<file path="config.mk">
export PLATFORM = sky130hd
export DESIGN_NAME = cart_bank_mapper
export DESIGN_NICKNAME = d
export VERILOG_FILES = /design/src/rtl/mapper_pkg.sv /design/src/rtl/mapper_ctrl.sv /design/src/rtl/mapper_datapath.sv /design/src/rtl/cart_bank_mapper.sv
export SDC_FILE = /design/constraint.sdc
export NUM_CORES = 1
export LEC_CHECK = 0
export ABC_AREA = 0
export ABC_CLOCK_PERIOD_IN_PS = 4700
export BUFFER_PORTS_ARGS = -buffer_cell sky130_fd_sc_hd__buf_4
export CAP_MARGIN = 20
export CORE_AREA = 3 3 82 84
export CTS_BUF_LIST = sky130_fd_sc_hd__clkbuf_8
export CTS_CLUSTER_DIAMETER = 200
export CTS_CLUSTER_SIZE = 20
export DETAILED_ROUTE_END_ITERATION = 10
export DIE_AREA = 0 0 85 87
export GPL_TIMING_DRIVEN = 0
export HOLD_SLACK_MARGIN = 0.12
export PLACE_DENSITY = 0.95
export SYNTH_ARGS = -nofsm -noshare
export SYNTH_HDL_FRONTEND = slang
export SYNTH_HIERARCHICAL = 1
export SYNTH_SLANG_ARGS = --single-unit
</file>
<file path="constraint.sdc">
create_clock -name clk -period 4.7 [get_ports clk]
set_input_delay 0.94 -clock clk [delete_from_list [all_inputs] [get_ports clk]]
set_output_delay 0.94 -clock clk [all_outputs]
set_load 0.005 [all_outputs]
</file>
<file path="src/rtl/mapper_pkg.sv">
package mapper_pkg;

  localparam int NUM_CHR_REGS = 8;

  typedef enum logic [1:0] {
    MIR_VERT   = 2'd0,
    MIR_HORZ   = 2'd1,
    MIR_ONE_LO = 2'd2,
    MIR_ONE_HI = 2'd3
  } mirror_e;

  typedef struct packed {
    logic                    prgSwLoad;
    logic                    prgMidLoad;
    logic                    mirrorLoad;
    logic                    modeLoad;
    logic [NUM_CHR_REGS-1:0] chrLoLoad;
    logic [NUM_CHR_REGS-1:0] chrHiLoad;
  } wr_strobe_t;

endpackage

</file>
<file path="src/rtl/mapper_ctrl.sv">
module mapper_ctrl
  import mapper_pkg::*;
(
  input  logic       clk,
  input  logic       rstN,
  input  logic       cpuWrEn,
  input  logic [15:0] cpuWrAddr,
  output wr_strobe_t stb
);

  localparam logic [15:0] DECODE_MASK = 16'hF0CF;
  localparam int          CHR_PAGES   = NUM_CHR_REGS / 2;

  logic [15:0] maskedAddr;

  always_comb begin
    maskedAddr = cpuWrAddr & DECODE_MASK;
    stb        = '0;
    if (cpuWrEn) begin
      case (maskedAddr)
        16'h8000:          stb.prgSwLoad  = 1'b1;
        16'hA000:          stb.prgMidLoad = 1'b1;
        16'h9000:          stb.mirrorLoad = 1'b1;
        16'h9002, 16'h9080: stb.modeLoad  = 1'b1;
        default: ;
      endcase
      for (int p = 0; p < CHR_PAGES; p++) begin
        if (maskedAddr[15:12] == 4'(4'hB + p)) begin
          case (maskedAddr[11:0])
            12'h000:                    stb.chrLoLoad[2*p]   = 1'b1;
            12'h002, 12'h040:           stb.chrHiLoad[2*p]   = 1'b1;
            12'h001, 12'h004, 12'h080:  stb.chrLoLoad[2*p+1] = 1'b1;
            12'h003, 12'h006, 12'h0C0:  stb.chrHiLoad[2*p+1] = 1'b1;
            default: ;
          endcase
        end
      end
    end
  end

  // A single write can reach at most one register port.
  assert_one_target_R2: assert property (@(posedge clk) disable iff (!rstN)
    $onehot0({stb.prgSwLoad, stb.prgMidLoad, stb.mirrorLoad, stb.modeLoad,
              stb.chrLoLoad, stb.chrHiLoad}));

  // Without a write strobe no port is loaded.
  assert_idle_no_load_R12: assert property (@(posedge clk) disable iff (!rstN)
    !cpuWrEn |-> (stb == '0));

endmodule

</file>
<file path="src/rtl/mapper_datapath.sv">
module mapper_datapath
  import mapper_pkg::*;
#(
  parameter int PRG_BANKS = 16,
  parameter int CHR_BANKS = 128,
  localparam int PRG_W = $clog2(PRG_BANKS),
  localparam int CHR_W = $clog2(CHR_BANKS)
)(
  input  logic             clk,
  input  logic             rstN,
  input  wr_strobe_t       stb,
  input  logic [7:0]       wrData,
  input  logic [15:0]      cpuRdAddr,
  input  logic [13:0]      ppuAddr,
  output logic [PRG_W+12:0] prgAddr,
  output logic [CHR_W+9:0]  chrAddr,
  output logic             ntPageSel
);

  localparam logic [PRG_W-1:0] LAST_BANK   = PRG_W'(PRG_BANKS - 1);
  localparam logic [PRG_W-1:0] PENULT_BANK = PRG_W'(PRG_BANKS - 2);
  localparam int               SEL_W       = $clog2(NUM_CHR_REGS);

  logic [PRG_W-1:0] prgSwBank;
  logic [PRG_W-1:0] prgMidBank;
  logic [7:0]       modeReg;
  mirror_e          mirrorMode;
  logic [7:0]       chrBank [NUM_CHR_REGS];

  logic             swapOn;
  logic [PRG_W-1:0] slotBank;
  logic [SEL_W-1:0] chrSel;

  always_ff @(posedge clk) begin
    if (!rstN) begin
      prgSwBank  <= '0;
      prgMidBank <= PRG_W'(1);
      modeReg    <= '0;
      mirrorMode <= MIR_VERT;
      for (int i = 0; i < NUM_CHR_REGS; i++) chrBank[i] <= 8'(i);
    end else begin
      if (stb.prgSwLoad)  prgSwBank  <= wrData[PRG_W-1:0];
      if (stb.prgMidLoad) prgMidBank <= wrData[PRG_W-1:0];
      if (stb.modeLoad)   modeReg    <= wrData;
      if (stb.mirrorLoad) mirrorMode <= mirror_e'(wrData[1:0]);
      for (int i = 0; i < NUM_CHR_REGS; i++) begin
        if (stb.chrLoLoad[i]) chrBank[i][3:0] <= wrData[3:0];
        if (stb.chrHiLoad[i]) chrBank[i][7:4] <= wrData[3:0];
      end
    end
  end

  assign swapOn = modeReg[1];

  always_comb begin
    case (cpuRdAddr[14:13])
      2'd0:    slotBank = swapOn ? PENULT_BANK : prgSwBank;
      2'd1:    slotBank = prgMidBank;
      2'd2:    slotBank = swapOn ? prgSwBank : PENULT_BANK;
      default: slotBank = LAST_BANK;
    endcase
  end

  assign prgAddr = {slotBank, cpuRdAddr[12:0]};
  assign chrSel  = ppuAddr[12:10];
  assign chrAddr = {chrBank[chrSel][CHR_W-1:0], ppuAddr[9:0]};

  always_comb begin
    case (mirrorMode)
      MIR_VERT:   ntPageSel = ppuAddr[10];
      MIR_HORZ:   ntPageSel = ppuAddr[11];
      MIR_ONE_LO: ntPageSel = 1'b0;
      default:    ntPageSel = 1'b1;
    endcase
  end

  assert_last_slot_R5: assert property (@(posedge clk) disable iff (!rstN)
    (cpuRdAddr[14:13] == 2'd3) |-> (prgAddr[PRG_W+12:13] == LAST_BANK));

  assert_mode_load_R7: assert property (@(posedge clk) disable iff (!rstN)
    stb.modeLoad |=> (modeReg == $past(wrData)));

  for (genvar g = 0; g < NUM_CHR_REGS; g++) begin : g_nibChk
    assert_lo_keeps_hi_R8: assert property (@(posedge clk) disable iff (!rstN)
      (stb.chrLoLoad[g] && !stb.chrHiLoad[g]) |=>
        (chrBank[g][7:4] == $past(chrBank[g][7:4])));
    assert_hi_keeps_lo_R9: assert property (@(posedge clk) disable iff (!rstN)
      (stb.chrHiLoad[g] && !stb.chrLoLoad[g]) |=>
        (chrBank[g][3:0] == $past(chrBank[g][3:0])));
  end

endmodule

</file>
<file path="src/rtl/cart_bank_mapper.sv">
module cart_bank_mapper
  import mapper_pkg::*;
#(
  parameter int PRG_BANKS = 16,
  parameter int CHR_BANKS = 128,
  localparam int PRG_W = $clog2(PRG_BANKS),
  localparam int CHR_W = $clog2(CHR_BANKS)
)(
  input  logic             clk,
  input  logic             rstN,
  input  logic             cpuWrEn,
  input  logic [15:0]      cpuWrAddr,
  input  logic [7:0]       cpuWrData,
  input  logic [15:0]      cpuRdAddr,
  input  logic [13:0]      ppuAddr,
  output logic [PRG_W+12:0] prgAddr,
  output logic [CHR_W+9:0]  chrAddr,
  output logic             ntPageSel
);

  wr_strobe_t stb;

  mapper_ctrl ctrl_i (
    .clk       (clk),
    .rstN      (rstN),
    .cpuWrEn   (cpuWrEn),
    .cpuWrAddr (cpuWrAddr),
    .stb       (stb)
  );

  mapper_datapath #(
    .PRG_BANKS (PRG_BANKS),
    .CHR_BANKS (CHR_BANKS)
  ) dp_i (
    .clk       (clk),
    .rstN      (rstN),
    .stb       (stb),
    .wrData    (cpuWrData),
    .cpuRdAddr (cpuRdAddr),
    .ppuAddr   (ppuAddr),
    .prgAddr   (prgAddr),
    .chrAddr   (chrAddr),
    .ntPageSel (ntPageSel)
  );

endmodule

</file>
==> results.md, run 1 <==
* Core Region at 5991 sq um
* Pwr dens at 291.5 nW/um^2
* Critical Path Fanout Max at 10
* # diodes at 0
* Post-DP HPWL at 5978 um
* Synth Area in Compound Gates at 2.018%
* Avg Cell Area, Syn at 12.58 sq um
* Area growth syn-to-layout at 17.98%
* Mapped Cells at 281
* Crit start category: input port
* Overall Power at 1.216 mW
* Final net count at 401
* Predominant post-synthesis flop cell: edfxtp_1
* Share of layout cells above drive strength 1 at 27.87%
* Ys Warns at 6
* CTS Hold Bufs at 0
* Setup repair after global routing missed its margin: no
* WP data required at 3.76 ns
* Final worst setup slack at 1.514 ns
* Via/cell ratio at 5.929
* Initial antenna violation count at 0
* Largest net degree at the start of global routing at 11
* Pre-Repair DR Iteration Count at 4
* Cell Area, Synth at 3535 sq um
* Worst r2r src: dp_i/mirrorMode[0]$_SDFFE_PN0P_
* WL final at 7881 um
* Skew final at 0 ns
* Synth area leaders: edfxtp_1, mux4_1, and3_1, dfxtp_1, buf_4
* Most common cell in the netlist: edfxtp_1
* FMAX at 0.3138 GHz
* Gr usage total at 22.89%
* Top cell type's share of synthesized area at 47.58%
* Slew margin rel. at 59.57%
* Crit path kind: input port to primary output
* Worst Hold Class: register to register
* Flops & latches, synth at 67
* First-pass GRT wire length at 12600 um
* Syn nets at 338
* Final Max Tran Viols at 0
* Starting Density at 59.00%
* Inserted Clock Buffers at 9
* Dpl ws at 1.499 ns
* HP Start: dp_i/prgMidBank[0]$_SDFFE_PN1P_
* Tightest Pin Transition at 0.6001 ns
* Row cnt at 28
* Netlist cell types at 31
* Port bufs at 52
* Critical path data arrival time at 2.25 ns
* Avg WL per Cell at 18.63 um
* Vias at 2508
* Worst Setup SP: ppuAddr[12]
* Mux contribution to synthesized area at 15.75%
* Fin crit period at 3.186 ns
* Maxcap violations at 0
* H-Tree Depth at 3
* Number of synthesized flops with an enable pin at 56
* Status: finished clean
* Leak at 1.689 nW
* Die span in x at 85 um
* Setup Fix Bufs, Post-CTS at 0
* Largest family of logic cells by synthesized area: simple AND/OR/NAND/NOR gates
* Clk_lat worst skew at 0.33 ns
* VDD IR max at 0.1853 mV
* Total gr overflow at 0
* Async set or reset register ratio after synthesis at 0%
* Final Hold Viols at 0
* Post-Synth Simple-Gate Area at 19.40%
* Antenna-violating nets left at 0
* DIE AREA at 7395 sq um
* Xor/xnor share of the synthesized area at 0.9912%
* Clock root buffer: clkbuf_8
* Clock Sink Count at 67
* Post-cts repair resize count at 0
* CP endpoint kind: primary output
* Die Span Y at 87 um
* Clock Path Buffers at 2
* Top cell type by total area after synthesis: edfxtp_1
* Post-synthesis adder-cell area fraction at 0%
* Setup TNS Final at 0 ns
* Setup violators final at 0
* Sequential element share of the synthesized area at 53.81%
* 1st-iter DRT viols at 237
* Synth cell count leaders: edfxtp_1, and3_1, buf_4
* # IOs at 92
* Final period utilization at 67.80%
* Clock transition at path regs at 0.07 ns
* Vias in the first global route at 2526
* Gpl congestion at 0.8164
* CTS tree: yes
* FILL cells at 444
* DRC Markers at 0
[report_power, final]
part / switching (mW) / leakage [nW] / internal, mW
logic: 0.0706 / 0.975 / 0.0877
clock network: 0.197 / 0.0863 / 0.180
registers: 0.00937 / 0.628 / 0.672
[worst paths after layout]
kind                                endpoint  slack [ns]  depth (start not counted)
min reg2reg  dp_i/prgMidBank[0]$_SDFFE_PN1P_        0.50                          2
max reg2reg  dp_i/mirrorMode[0]$_SDFFE_PN0P_        4.04                          2
min          dp_i/prgMidBank[0]$_SDFFE_PN1P_        0.50                          2
max                              chrAddr[13]        1.51                          5
[cell usage in the layout, fill, tap and decap left out, drive strengths merged, types with 8 or more instances in the layout]
cell type | synthesis | layout
nand2b | 18 | 18
dfxtp | 11 | 11
nand2 | 14 | 14
buf | 26 | 78
edfxtp | 56 | 56
and3 | 36 | 36
mux2i | 11 | 11
nor2b | 16 | 16
nor2 | 14 | 14
inv | 5 | 8
clkbuf | 15 | 24
mux4 | 14 | 14
[final cells by class]
cell class	count	area, sq um	area share (%)
clock inverters	6	27.53	0.6601
inverters	5	18.77	0.4500
repair buffers	52	390.4	9.361
multi-input cells	168	1349	32.34
flip-flops and latches	67	1902	45.60
clock buffers	9	123.9	2.970
plain buffers	41	265.3	6.361
well taps	75	93.84	2.250
[state kept, by name, summed over array words and instances, names as in the netlist]
| name | cells |
|---|---|
| dp_i/prgSwBank | 4 |
| dp_i/modeReg | 1 |
| dp_i/chrBank | 56 |
| dp_i/prgMidBank | 4 |
| dp_i/mirrorMode | 2 |
[worst max-delay path: stages]
cell	delay, ns
buf_4	0.11
clkbuf_1	0.38
mux4_1	0.39
mux2_2	0.29
buf_4	0.14
[through the flow]
step | cell area [sq um] | utilization, % | std cells | hold WS (ns)
floorplan | 3535 | - | 281 | 0.4358
global placement | 4019 | 67.08 | 408 | 0.4677
detailed placement | 4019 | 67.08 | 408 | 0.4708
CTS | 4170 | 69.61 | 423 | 0.4944
global route | 4170 | 69.61 | 423 | 0.5288
finish | 4170 | 69.61 | 423 | 0.5003
[metal layers]
metal  track usage, %  wire, um  vias up
met4            11.51       124        0
met1            27.42      3091     1199
li1                 -         -     1140
met3            6.717       811       13
met5                0         0        -
met2            37.78      3854      156
[logic make-up (layout without fill, tap and decap cells)]
family                    after synthesis  in the layout
muxes                                  32             32
buffers and inverters                  46            113
AOI/OAI and AO/OA                      11             11
DFF                                    67             67
and+or+nand+nor                       121            121
xor gates and xnor gates                4              4
No activity file was read; power rests on OpenSTA's default activity.
==> run 2, diff against run 1 <==
--- a/config.mk
+++ b/config.mk
@@ -5,19 +5,19 @@
 export SDC_FILE = /design/constraint.sdc
 export NUM_CORES = 1
 export LEC_CHECK = 0
-export ABC_AREA = 0
-export ABC_CLOCK_PERIOD_IN_PS = 4700
+export ABC_AREA = 1
+export ABC_CLOCK_PERIOD_IN_PS = 2700
 export BUFFER_PORTS_ARGS = -buffer_cell sky130_fd_sc_hd__buf_4
 export CAP_MARGIN = 20
-export CORE_AREA = 3 3 82 84
+export CORE_AREA = 3 3 92 94
 export CTS_BUF_LIST = sky130_fd_sc_hd__clkbuf_8
 export CTS_CLUSTER_DIAMETER = 200
 export CTS_CLUSTER_SIZE = 20
 export DETAILED_ROUTE_END_ITERATION = 10
-export DIE_AREA = 0 0 85 87
+export DIE_AREA = 0 0 95 97
 export GPL_TIMING_DRIVEN = 0
 export HOLD_SLACK_MARGIN = 0.12
-export PLACE_DENSITY = 0.95
+export PLACE_DENSITY = 0.88
 export SYNTH_ARGS = -nofsm -noshare
 export SYNTH_HDL_FRONTEND = slang
 export SYNTH_HIERARCHICAL = 1
==> constraint.sdc (replaced) <==
create_clock -name clk -period 2.7 [get_ports clk]
set_input_delay 0.54 -clock clk [delete_from_list [all_inputs] [get_ports clk]]
set_output_delay 0.54 -clock clk [all_outputs]
set_load 0.005 [all_outputs]
==> run 2 against run 1 <==
Against the previous run:
- die area is 25% higher
- clock-buffer cell count stayed put
- sequential cell count stayed put
- combinational power is 100% higher
- synthesized cell count is 76% higher
- first-iteration DRC count is 7.6% lower
- hold slack worse by 0.057 ns
- via count is 29% higher
- sequential power is 73% higher
- synthesized area is 8.1% higher
- routed wire length is 6.9% higher
- largest power group unchanged
- highest routed layer unchanged
==> results.md, run 2 <==
* FF-to-FF End: dp_i/modeReg[1]$_SDFFE_PN0P_
* Async set or reset register ratio after synthesis at 0%
* Setup TNS Final at 0 ns
* Setup violators final at 0
* CP endpoint kind: primary output
* Worst Hold Class: input port to register
* Core Region at 7727 sq um
* Syn nets at 551
* Reg2reg path depth at 2
* Skew final at 0 ns
* Flops & latches, synth at 67
* Crit start category: input port
* Top cell type's share of synthesized area at 44.01%
* R2R setup slack at 1.97 ns
* Number of synthesized flops with an enable pin at 56
* Setup repair after global routing missed its margin: no
* Share of layout cells above drive strength 1 at 21.85%
* # diodes at 0
* First-pass GRT wire length at 13560 um
* Antenna-violating nets left at 0
* Post-cts repair resize count at 0
* Ys Warns at 6
* VDD IR max at 0.3214 mV
* Placed cells at 649
* # IOs at 92
* Top reg by flops: dp_i/chrBank
* Hold Slack at 0.4436 ns
* Synth cell count leaders: nand2_1, inv_1, edfxtp_1
* Net Sw Frac at 25.74%
* Area growth syn-to-layout at 19.09%
* Largest family of logic cells by synthesized area: simple AND/OR/NAND/NOR gates
* Gr usage total at 19.00%
* Predominant post-synthesis flop cell: edfxtp_1
* Inserted Clock Buffers at 9
* Final Max Tran Viols at 0
* Netlist cell types at 21
* Via/cell ratio at 4.883
* Synth Area in Compound Gates at 5.501%
* Synth area leaders: edfxtp_1, nand2_1, inv_1, dfxtp_1, nand3_1
* Critical Path Fanout Max at 10
* Comb pwr share at 13.5%
* Maxcap violations at 0
* Most frequent cells in the layout: nand2_1, inv_1, buf_4, edfxtp_1, nor2_1
* Clock share of power at 36.4%
* Largest net degree at the start of global routing at 15
* CTS tree: yes
* Post-Layout Cell Count at 665
* Worst Setup SP: ppuAddr[10]
* Row cnt at 32
* Most common cell in the netlist: nand2_1
* FILL cells at 656
* Regs by FF count: dp_i/chrBank x56, dp_i/prgMidBank x4, dp_i/prgSwBank x4
* Vias at 3247
* Sequential element share of the synthesized area at 49.77%
* Clock root buffer: clkbuf_8
* 1st-iter DRT viols at 219
* Clock Sink Count at 67
* H-Tree Depth at 3
* Status: finished clean
* Multi-input logic area at 1226 sq um
* Vias in the first global route at 2952
* Flip-flop count of the largest register after layout at 56
* Post-DP HPWL at 6327 um
* Top cell type by total area after synthesis: edfxtp_1
* Gpl congestion at 0.9039
* Mapped Cells at 494
* Setup Fix Bufs, Post-CTS at 0
* Clock Path Buffers at 2
* Xor/xnor share of the synthesized area at 0%
* Cell Area, Synth at 3821 sq um
* Clk_lat worst skew at 0.36 ns
* Leak at 2.286 nW
* Final Hold Viols at 0
* Total gr overflow at 0
* Tightest Pin Transition at 0.7890 ns
* Avg WL per Cell at 12.67 um
* Pre-Repair DR Iteration Count at 6
* DIE AREA at 9215 sq um
* DRC Markers at 0
* Starting Density at 49.45%
* Mux contribution to synthesized area at 0%
* Port bufs at 53
* WL final at 8423 um
* Sequential Power Share at 50.1%
* Crit path kind: input port to primary output
* WP data required at 2.16 ns
* Worst r2r src: dp_i/modeReg[1]$_SDFFE_PN0P_
* Sw Pwr at 0.6070 mW
* Clock transition at path regs at 0.09 ns
* CTS Hold Bufs at 0
* Final net count at 615
* Pwr dens at 518.2 nW/um^2
* Post-Synth Simple-Gate Area at 26.59%
* Avg Cell Area, Syn at 7.735 sq um
* Final period utilization at 74.22%
* Die span in x at 95 um
* Slew margin rel. at 47.00%
* Register Area at 1902 sq um
* Pint at 1.751 mW
* Die Span Y at 97 um
* Initial antenna violation count at 0
* Fin crit period at 2.004 ns
* Setup crit end: chrAddr[13]
* Most common cell after layout, fill and taps aside: nand2_1
* FMAX at 0.4990 GHz
* Post-synthesis adder-cell area fraction at 0%
* Critical path data arrival time at 1.46 ns
## run 2: cell types whose count changed after synthesis, moves of 7 or more
cell and change:
a21oi_1 +15, and3_1 -36, buf_2 +8, clkbuf_1 -15
inv_1 +100, mux2_2 -7, mux2i_1 -11, mux4_1 -14
nand2_1 +119, nand2b_1 -18, nand3_1 +42, nor2_1 +34
nor2b_1 -16, o21ai_0 +18
## run 2: area by class of cell
| class | count | area share (%) |
|---|---|---|
| repair buffers | 53 | 8.743 |
| clock buffers | 9 | 2.722 |
| plain buffers | 40 | 6.406 |
| inverters | 107 | 8.826 |
| multi-input cells | 280 | 26.95 |
| clock inverters | 7 | 1.760 |
| well taps | 102 | 2.805 |
| flip-flops and latches | 67 | 41.79 |
## run 2: routing by layer
layer  share of wire, %  wire length [um]  track usage [%]
met2                 48              4011            30.37
met3                8.4               707            3.966
met1                 43              3599            25.16
met5                  0                 0                0
met4                1.2               105            7.214
## run 2: logic make-up after synthesis
kind of cell / count (synthesis)
compound gates: 41
buf+inv: 147
flops: 67
simple gates: 239
## run 2: worst min-delay path by stage
stage	cells after the start	end	from	slack, ns
after floorplan	2	dp_i/prgMidBank[0]$_SDFFE_PN1P_	dp_i/prgMidBank[0]$_SDFFE_PN1P_	0.43
after global placement	2	dp_i/prgMidBank[0]$_SDFFE_PN1P_	dp_i/prgMidBank[0]$_SDFFE_PN1P_	0.46
after detailed placement	2	dp_i/prgMidBank[0]$_SDFFE_PN1P_	dp_i/prgMidBank[0]$_SDFFE_PN1P_	0.46
after CTS	3	dp_i/prgMidBank[0]$_SDFFE_PN1P_	cpuWrData[0]	0.42
after global routing	3	dp_i/prgMidBank[0]$_SDFFE_PN1P_	cpuWrData[0]	0.47
final	3	dp_i/prgMidBank[0]$_SDFFE_PN1P_	cpuWrData[0]	0.44
## run 2: per-stage QoR
stage / utilization [%] / power (mW) / setup WS [ns] / instance area, sq um
final: 58.89 / 2.358 / 0.6959 / 4551
after global routing: 58.89 / 2.459 / 0.6300 / 4551
after CTS: 58.89 / 2.375 / 0.7108 / 4551
after detailed placement: 56.25 / 1.520 / 0.6312 / 4347
after global placement: 56.25 / 1.509 / 0.6871 / 4347
after floorplan: - / 1.388 / 1.006 / 3821
## run 2: power by group through the flow
stage	Combinational (mW)	Sequential, mW	Clock, mW
after floorplan	0.188	1.20	0
after global placement	0.307	1.20	0
after detailed placement	0.315	1.20	0
after CTS	0.317	1.18	0.876
after global routing	0.356	1.19	0.918
final	0.319	1.18	0.858
## run 2: critical path: stages
cell     delay, ns
buf_4         0.12
buf_4         0.17
buf_6         0.15
nand2_1       0.07
nand3_1       0.08
nand2_1       0.11
nand2_1       0.06
nand2_1       0.06
buf_4         0.10
==> run 3, diff against run 2 <==
--- a/config.mk
+++ b/config.mk
@@ -6,7 +6,7 @@
 export NUM_CORES = 1
 export LEC_CHECK = 0
 export ABC_AREA = 1
-export ABC_CLOCK_PERIOD_IN_PS = 2700
+export ABC_CLOCK_PERIOD_IN_PS = 1650
 export BUFFER_PORTS_ARGS = -buffer_cell sky130_fd_sc_hd__buf_4
 export CAP_MARGIN = 20
 export CORE_AREA = 3 3 92 94
==> constraint.sdc (replaced) <==
create_clock -name clk -period 1.65 [get_ports clk]
set_input_delay 0.33 -clock clk [delete_from_list [all_inputs] [get_ports clk]]
set_output_delay 0.33 -clock clk [all_outputs]
set_load 0.005 [all_outputs]
==> run 3 against run 2 <==
Against the previous run:
- core utilization rose by 0.45 points
- cell area rose by 0.77%
- hold slack got worse by 0.21 ns
- first-iteration DRC count rose by 21%
- non-clock buffer count did not move
- critical path depth fell by 2
- via count rose by 0.43%
- clock skew did not move
- setup slack got worse by 0.65 ns
==> results.md, run 3 (synthesis gave the netlist of run 2 again) <==
* Status: finished clean
* Vias at 3261
* Setup Fix Bufs, Post-CTS at 0
* Fin crit period at 1.600 ns
* Dpl cell area at 4347 sq um
* # IOs at 92
* Sw Pwr at 0.9915 mW
* Top reg by flops: dp_i/chrBank
* Most frequent cells in the layout: nand2_1, inv_1, buf_4, edfxtp_1, nor2_1
* Share of layout cells above drive strength 1 at 23.45%
* CTS tree: yes
* Clock Sink Count at 67
* Die Span Y at 97 um
* Post-DP HPWL at 6327 um
* Skew final at 0 ns
* Critical Path Fanout Max at 1
* Crit path kind: register to primary output
* Placed cells at 649
* Gpl congestion at 0.9039
* VDD IR max at 0.5230 mV
* DIE AREA at 9215 sq um
* H-Tree Depth at 3
* Sequential Power Share at 50.1%
* Final net count at 615
* Port bufs at 53
* 1st-iter DRT viols at 265
* Clock share of power at 36.1%
* Clk_lat worst skew at 0.35 ns
* Leak at 2.296 nW
* First-pass GRT wire length at 13600 um
* Via/cell ratio at 4.904
* Avg WL per Cell at 12.74 um
* Setup violators final at 0
* Initial antenna violation count at 0
* Final Hold Viols at 0
* Clock Path Buffers at 2
* Pre-Repair DR Iteration Count at 5
* Final Max Tran Viols at 0
* Multi-input logic area at 1256 sq um
* Clock root buffer: clkbuf_8
* Pint at 2.870 mW
* Pwr dens at 842.0 nW/um^2
* Setup TNS Final at 0 ns
* Vias in the first global route at 2943
* Net Sw Frac at 25.68%
* Crit start category: register
* Antenna-violating nets left at 0
* Starting Density at 49.45%
* FMAX at 0.6251 GHz
* CP endpoint kind: primary output
* Total gr overflow at 0
* Regs by FF count: dp_i/chrBank x56, dp_i/prgMidBank x4, dp_i/prgSwBank x4
* # diodes at 0
* Critical path data arrival time at 1.27 ns
* Largest net degree at the start of global routing at 15
* DRC Markers at 0
* Comb pwr share at 13.8%
* Worst Hold Class: input port to register
* Most common cell after layout, fill and taps aside: nand2_1
* Final Core Density at 59.34%
* Tightest Pin Transition at 0.7034 ns
* Maxcap violations at 0
* WP data required at 1.32 ns
* Die span in x at 95 um
* Slew margin rel. at 52.75%
* Design area at 4586 sq um
* Final period utilization at 96.95%
* Inserted Clock Buffers at 9
* Flip-flop count of the largest register after layout at 56
* Setup repair after global routing missed its margin: yes
* Post-Layout Cell Count at 665
* Gr usage total at 19.03%
* Clock transition at path regs at 0.09 ns
* Row cnt at 32
* FILL cells at 652
* WL final at 8474 um
* Area growth syn-to-layout at 20.01%
* Core Region at 7727 sq um
* Register Area at 1903 sq um
-- run 3: cell counts in the layout (fill, tap and decap cells not counted) --
Identical to the previous run, type by type.
-- run 3: path summary, 6_finish.rpt --
check,startpoint,cells after the start,end,slack (ns)
max,dp_i/chrBank[0][1]$_SDFFCE_PN0P_,7,chrAddr[11],0.05
min reg2reg,dp_i/prgMidBank[0]$_SDFFE_PN1P_,2,dp_i/prgMidBank[0]$_SDFFE_PN1P_,0.47
max reg2reg,dp_i/modeReg[1]$_SDFFE_PN0P_,2,dp_i/modeReg[1]$_SDFFE_PN0P_,0.96
min,cpuWrData[0],3,dp_i/prgMidBank[0]$_SDFFE_PN1P_,0.23
-- run 3: worst max-delay path: stages, from the launching register on --
cell	delay [ns]
edfxtp_1	0.37
inv_1	0.06
nand2_1	0.06
nand3_1	0.10
nand2_1	0.09
nand2_1	0.07
nand2_1	0.06
buf_6	0.11
-- run 3: routing by layer --
metal | part of all wire, % | global-route usage (%) | wire length (um) | vias to the layer above
li1 | - | - | - | 1623
met1 | 42 | 25.32 | 3560 | 1455
met2 | 47 | 30.37 | 3999 | 170
met3 | 9.1 | 3.966 | 769 | 13
met4 | 1.7 | 7.103 | 145 | 0
met5 | 0 | 0 | 0 | -
-- run 3: metrics by stage --
step	hold WS [ns]	worst slack, ns	total power, mW
5_1_grt	0.2580	-0.006766	4.029
2_1_floorplan	0.4270	0.2461	2.271
3_3_place_gp	0.4571	-0.1529	2.470
6_report	0.2298	0.05027	3.861
4_1_cts	0.2106	0.03621	3.887
3_5_place_dp	0.4558	-0.2088	2.487
-- run 3: area by class of cell --
class | count | area share (%)
timing repair buffer | 53 | 8.759
clock inverter | 7 | 1.746
sequential | 67 | 41.50
clock buffer | 9 | 2.701
buffer | 40 | 6.357
tap | 102 | 2.783
multi-input combinational | 280 | 27.39
inverter | 107 | 8.759
-- run 3: repair_timing --
item / 4_1_cts / 5_1_grt
hold buffers: 0 / 0
endpoints found under the setup margin: 0 / 12
resized for setup: 0 / 11
-- run 3: power groups by stage --
stage	sequential [mW]	clock (mW)	combinational, mW
floorplan	1.96	0	0.308
global placement	1.97	0	0.503
detailed placement	1.97	0	0.516
CTS	1.93	1.43	0.519
global route	1.94	1.50	0.590
finish	1.93	1.40	0.532
